<file path="src/rtl/acc_rotate_pkg.sv">
package acc_rotate_pkg;
  // operation select positions (one-hot)
  localparam int OP_COUNT   = 4;
  localparam int SEL_RCIRC  = 0;
  localparam int SEL_RCARRY = 1;
  localparam int SEL_LCIRC  = 2;
  localparam int SEL_LCARRY = 3;
  localparam logic [OP_COUNT-1:0] LEFT_MASK =
    OP_COUNT'((1 << SEL_LCIRC) | (1 << SEL_LCARRY));

  // flag byte layout
  localparam int FLAG_W     = 8;
  localparam int FLAG_SIGN  = 7;
  localparam int FLAG_ZERO  = 6;
  localparam int FLAG_PV    = 2;
  localparam int FLAG_CARRY = 0;
  localparam logic [FLAG_W-1:0] KEEP_MASK =
    FLAG_W'((1 << FLAG_SIGN) | (1 << FLAG_ZERO) | (1 << FLAG_PV));

  typedef struct packed {
    logic capture;
    logic commit;
  } ctrlStrobes_t;
endpackage

</file>
<file path="src/rtl/acc_rotate_core.sv">
module acc_rotate_core #(
  parameter int DATA_W = 8,
  parameter bit LEFT   = 1'b0
) (
  input  logic [DATA_W-1:0] dataIn,
  input  logic              carryIn,
  input  logic              useCarry,
  output logic [DATA_W-1:0] dataOut,
  output logic              bitOut
);
  logic fillBit;

  generate
    if (LEFT) begin : g_left
      assign bitOut  = dataIn[DATA_W-1];
      assign fillBit = useCarry ? carryIn : dataIn[DATA_W-1];
      assign dataOut = {dataIn[DATA_W-2:0], fillBit};
    end else begin : g_right
      assign bitOut  = dataIn[0];
      assign fillBit = useCarry ? carryIn : dataIn[0];
      assign dataOut = {fillBit, dataIn[DATA_W-1:1]};
    end
  endgenerate
endmodule

</file>
<file path="src/rtl/acc_rotate_ctrl.sv">
module acc_rotate_ctrl
  import acc_rotate_pkg::*;
#(
  parameter int LATENCY = 4
) (
  input  logic                clk,
  input  logic                rst,
  input  logic                validIn,
  input  logic [OP_COUNT-1:0] selIn,
  output ctrlStrobes_t        strobes,
  output logic                doneOut
);
  localparam int CNT_W = $clog2(LATENCY + 1) + 1;

  logic             busy;
  logic [CNT_W-1:0] stageCnt;
  logic             selOneHot;
  logic             startReq;

  assign selOneHot = (selIn != '0) && ((selIn & (selIn - OP_COUNT'(1))) == '0);
  assign startReq  = validIn && !busy && selOneHot;

  always_comb begin
    strobes.capture = startReq;
    strobes.commit  = busy && (stageCnt == CNT_W'(LATENCY));
  end

  always_ff @(posedge clk) begin
    if (rst) begin
      busy     <= 1'b0;
      stageCnt <= '0;
      doneOut  <= 1'b0;
    end else begin
      doneOut <= strobes.commit;
      if (startReq) begin
        busy     <= 1'b1;
        stageCnt <= CNT_W'(1);
      end else if (strobes.commit) begin
        busy     <= 1'b0;
        stageCnt <= '0;
      end else if (busy) begin
        stageCnt <= stageCnt + CNT_W'(1);
      end
    end
  end
endmodule

</file>
<file path="src/rtl/acc_rotate_dp.sv">
module acc_rotate_dp
  import acc_rotate_pkg::*;
#(
  parameter int DATA_W = 8
) (
  input  logic                clk,
  input  logic                rst,
  input  ctrlStrobes_t        strobes,
  input  logic [OP_COUNT-1:0] selIn,
  input  logic [DATA_W-1:0]   accIn,
  input  logic [FLAG_W-1:0]   flagIn,
  output logic [DATA_W-1:0]   accOut,
  output logic [FLAG_W-1:0]   flagOut
);
  logic [OP_COUNT-1:0] selHold;
  logic [DATA_W-1:0]   accHold;
  logic [FLAG_W-1:0]   flagHold;

  logic [DATA_W-1:0] rotRes [2];
  logic              rotBit [2];
  logic              useCarry [2];
  logic              goLeft;
  logic              outBit;
  logic [DATA_W-1:0] resAcc;
  logic [FLAG_W-1:0] resFlag;

  assign useCarry[0] = selHold[SEL_RCARRY];
  assign useCarry[1] = selHold[SEL_LCARRY];
  assign goLeft      = |(selHold & LEFT_MASK);

  // index 0 rotates right, index 1 rotates left
  for (genvar d = 0; d < 2; d++) begin : g_dir
    acc_rotate_core #(
      .DATA_W (DATA_W),
      .LEFT   (d == 1)
    ) u_core (
      .dataIn   (accHold),
      .carryIn  (flagHold[FLAG_CARRY]),
      .useCarry (useCarry[d]),
      .dataOut  (rotRes[d]),
      .bitOut   (rotBit[d])
    );
  end

  always_comb begin
    resAcc  = goLeft ? rotRes[1] : rotRes[0];
    outBit  = goLeft ? rotBit[1] : rotBit[0];
    resFlag = (flagHold & KEEP_MASK) | (FLAG_W'(outBit) << FLAG_CARRY);
  end

  always_ff @(posedge clk) begin
    if (rst) begin
      selHold  <= '0;
      accHold  <= '0;
      flagHold <= '0;
      accOut   <= '0;
      flagOut  <= '0;
    end else begin
      if (strobes.capture) begin
        selHold  <= selIn;
        accHold  <= accIn;
        flagHold <= flagIn;
      end
      if (strobes.commit) begin
        accOut  <= resAcc;
        flagOut <= resFlag;
      end
    end
  end
endmodule

</file>
<file path="src/rtl/acc_rotate_unit.sv">
module acc_rotate_unit
  import acc_rotate_pkg::*;
#(
  parameter int DATA_W  = 8,
  parameter int LATENCY = 4
) (
  input  logic                clk,
  input  logic                rst,
  input  logic                validIn,
  input  logic [OP_COUNT-1:0] selIn,
  input  logic [DATA_W-1:0]   accIn,
  input  logic [FLAG_W-1:0]   flagIn,
  output logic [DATA_W-1:0]   accOut,
  output logic [FLAG_W-1:0]   flagOut,
  output logic                doneOut
);
  ctrlStrobes_t strobes;

  acc_rotate_ctrl #(.LATENCY(LATENCY)) u_ctrl (
    .clk     (clk),
    .rst     (rst),
    .validIn (validIn),
    .selIn   (selIn),
    .strobes (strobes),
    .doneOut (doneOut)
  );

  acc_rotate_dp #(.DATA_W(DATA_W)) u_dp (
    .clk     (clk),
    .rst     (rst),
    .strobes (strobes),
    .selIn   (selIn),
    .accIn   (accIn),
    .flagIn  (flagIn),
    .accOut  (accOut),
    .flagOut (flagOut)
  );
endmodule

</file>
<file path="config.mk">
export PLATFORM = sky130hd
export DESIGN_NAME = acc_rotate_unit
export DESIGN_NICKNAME = d
export VERILOG_FILES = /design/src/rtl/acc_rotate_pkg.sv /design/src/rtl/acc_rotate_core.sv /design/src/rtl/acc_rotate_ctrl.sv /design/src/rtl/acc_rotate_dp.sv /design/src/rtl/acc_rotate_unit.sv
export SDC_FILE = /design/constraint.sdc
export NUM_CORES = 1
export LEC_CHECK = 0
export BUFFER_PORTS_ARGS = -buffer_cell sky130_fd_sc_hd__clkbuf_2
export CAP_MARGIN = 20
export CORE_MARGIN = 2
export CORE_UTILIZATION = 56
export CTS_CLUSTER_SIZE = 20
export DETAILED_ROUTE_END_ITERATION = 10
export PLACE_DENSITY = 0.93
export SLEW_MARGIN = 20
export SYNTH_ARGS = -nofsm -noshare
export SYNTH_HDL_FRONTEND = slang
export SYNTH_SLANG_ARGS = --single-unit
</file>
<file path="constraint.sdc">
create_clock -name clk -period 3.2 [get_ports clk]
set_clock_uncertainty 0.1 [all_clocks]
set_input_delay 0 -clock clk [delete_from_list [all_inputs] [get_ports clk]]
set_output_delay 0 -clock clk [all_outputs]
set_load 0.02 [all_outputs]
</file>
==> impl_metrics.csv <==
group,metric,value,unit
power_and_ir_drop,p_seq_share,57.7,%
setup_path,crit_type,"in2reg",
global_routing,antenna_found_initial,0,
synth,seq_area_frac_synth,42.1,%
clock_tree,clock_latency,0.34,ns
synth,yosysMostFrequentCell,"dfxtp_1",
synth,yosys-top-cells-area,"dfxtp_1, mux2i_1, nand2b_1",
setup_path,critPathCaptureType,"register",
setup_path,worstRegToRegCells,3,
setup_path,endpoint,"u_dp.flagHold[0]$_SDFFE_PP0P_",
global_routing,grt_pass1_vias,1245,
route,first_pass_iters,4,
route,vias,1359,
hold_path,holdPathStages,4,
synth,yosysUniqueCellTypes,27,
clock_tree,cts_buffer_depth,2,
timing,worstMarginPinSlew,1.02,ns
synth,synthesis.area,1570,µm²
timing,fin_crit_sh,67.7,%
power_and_ir_drop,power_density,396,nW/µm²
setup_path,required,3.37,ns
finish,nFillCells,214,
clock_tree,cts.reportedPaths.clkPinSlew,0.10,ns
power_and_ir_drop,peakVddDrop,0.311,mV
global_routing,track_usage,22.8,%
status,status,"finished clean",
power_and_ir_drop,p_int,0.552,mW
power_and_ir_drop,p_total,0.752,mW
global_routing,grt_max_degree,47,
timing,finalSetupViolCount,0,
synth,yosysWarningCount,0,
synth,synth_xor_area_share,1.67,%
floorplan,die_w,57.0,µm
setup_path,cp-startpoint,"selIn[3]",
finish,final_util,70.1,%
setup_path,critPathLaunchType,"input port",
placed_design,port_buffers,31,
synth,synth_top_family_by_area,"simple AND/OR/NAND/NOR gates",
power_and_ir_drop,p_leak,0.720,nW
floorplan,rows,19,
synth,synth_edf_count,0,
floorplan,die_h,57.0,µm
synth,synth-simple-area-share,22.5,%
timing,fin_tns_setup,0,ns
synth,synthMuxAreaShare,10.8,%
global_routing,grt.overflow.total,0,
synth,synth.avg_cell_area,8.92,µm²
finish,synthToLayoutAreaGrowth,21.0,%
floorplan,start_util,57.9,%
placed_design,placed_cells,225,
finish,diodes,0,
setup_path,r2r_setup_slack,1.23,ns
synth,yosys.area.top_type_share,42.1,%
setup_path,rr_startpoint,"u_ctrl.busy$_SDFFE_PP0P_",
route,avgRoutedWirePerCell,13.5,µm
run,max_cap_viol_count,0,
route,ant_nets,0,
clock_tree,numCtsBuffers,5,
clock_tree,ctsResizeCount,0,
finish,final_net_count,242,
finish,fin_cells,249,
synth,ys_async_sr_fraction,0,%
floorplan,num_io_pins,40,
clock_tree,htree_levels,2,
synth,yosys-top-cells-count,"dfxtp_1, nand2b_1, nand2_1",
power_and_ir_drop,clockPowerShare,30.1,%
timing,relSlewSlack,32.0,%
setup_path,cp_max_fo,16,
power_and_ir_drop,power.share.switching,26.7,%
hold_path,min_path_type,"in2reg",
timing,drv_slew,0,
power_and_ir_drop,switchingPower,0.201,mW
clock_tree,cts.sinks,33,
timing,min_period,2.17,ns
route,route.detailed.drc,0,
synth,synth-seq-cells,33,
floorplan,fp.coreArea,2710,µm²
power_and_ir_drop,p_comb_share,12.3,%
synth,synth_top_cell_by_area,"dfxtp_1",
setup_path,rr_endpoint,"u_dp.accOut[2]$_SDFFE_PP0P_",
clock_tree,cts_tree,"built",
global_routing,grt_pass1_wl,5580,µm
clock_tree,cts_root_buffer,"clkbuf_4",
placed_design,dp_hpwl,2020,µm
floorplan,die_area,3240,µm²
synth,synth_compound_area_share,14.6,%
route,drt_iter0_markers,28,
placed_design,gp_congestion,0.877,
setup_path,worstPathArrival,2.33,ns
synth,synthFlopType,"dfxtp_1",
finish,drive_gt1_share,18.8,%
synth,synth_fa_ha_area_share,1.59,%
finish,final_area,1900,µm²
timing,rsz0062_at_grt,"false",
placed_design,placed_area,1690,µm²
route,viasPerCell,5.46,
synth,netlist_instances,176,
route,wirelength,3350,µm
timing,fmaxAchievable,461,MHz
timing,finalHoldViolations,0,
-- what timing repair did --
item                                   in CTS  in global routing
buffers inserted                            0                  0
hold buffers                               16                  0
endpoints found under the hold margin      17                  0
-- layer usage --
metal	vias up	wire [µm]	GRT usage [%]
li1	678	-	-
met1	631	1440	27.6
met2	39	1670	36.3
met3	11	137	5.67
met4	0	110	14.3
met5	-	0	0
-- worst max-delay path, stage by stage --
cell and delay, ns:
dlygate4sd3_1 0.54, clkbuf_2 0.14, o21ai_0 0.28, o211ai_2 0.18, a211oi_4 0.88, mux2i_1 0.30
-- power by group through the flow --
stage / sequential, mW / clock, mW / combinational, mW
2_1_floorplan: 0.436 / 0 / 0.0646
3_3_place_gp: 0.443 / 0 / 0.0730
3_5_place_dp: 0.443 / 0 / 0.0750
4_1_cts: 0.434 / 0.228 / 0.0902
5_1_grt: 0.436 / 0.250 / 0.101
6_report: 0.434 / 0.226 / 0.0922
-- state kept, by name (all words and copies together) (netlist names) --
| name | cells |
|---|---|
| u_dp.accOut | 8 |
| u_dp.flagHold | 4 |
| u_dp.flagOut | 4 |
| u_dp.selHold | 3 |
| u_ctrl.doneOut | 1 |
| u_dp.accHold | 8 |
| u_ctrl.busy | 1 |
| u_ctrl.stageCnt | 4 |
-- stage by stage --
stage	hold WS, ns	worst slack [ns]
after floorplan	0.0553	1.61
after global placement	0.142	1.27
after detailed placement	0.152	1.25
after CTS	0.0176	1.09
after global routing	0.0571	0.927
final	0.0419	1.03
-- cell families after synthesis --
logic type | count (synthesis)
AND/OR/NAND/NOR | 68
adder cells (fa/ha/maj) | 2
flip-flops | 33
other | 1
multiplexers | 17
XOR/XNOR | 3
buffers and inverters | 20
AO/OA/AOI/OAI | 32
-- worst min-delay path by stage --
stage                                        end  slack, ns      from
CTS                 u_dp.selHold[2]$_SDFFE_PP0P_       0.02  selIn[0]
floorplan           u_dp.accHold[4]$_SDFFE_PP0P_       0.06  accIn[4]
finish              u_dp.selHold[1]$_SDFFE_PP0P_       0.04  selIn[0]
global placement    u_dp.accHold[3]$_SDFFE_PP0P_       0.14  accIn[3]
global route        u_dp.selHold[2]$_SDFFE_PP0P_       0.06  selIn[0]
detailed placement  u_dp.accHold[3]$_SDFFE_PP0P_       0.15  accIn[3]
-- layout make-up --
class | count | area [µm²] | share of cell area, %
timing repair buffer | 47 | 315 | 16.6
clock buffer | 6 | 41.3 | 2.17
multi-input combinational | 126 | 820 | 43.1
clock inverter | 2 | 10.0 | 0.527
inverter | 4 | 15.0 | 0.790
tap | 31 | 38.8 | 2.04
sequential | 33 | 661 | 34.8
-- cells in the final DEF (no fill, tap or decap), types with 4 or more instances in the layout --
cell	n
nand2_1	20
nor2_1	13
a21oi_1	7
conb_1	4
clkbuf_4	5
a311oi_1	7
o21ai_0	10
mux2i_1	17
nand2b_1	25
inv_1	4
dfxtp_1	33
clkbuf_2	31
dlygate4sd3_1	16
Power figures use the tool's default switching activity.
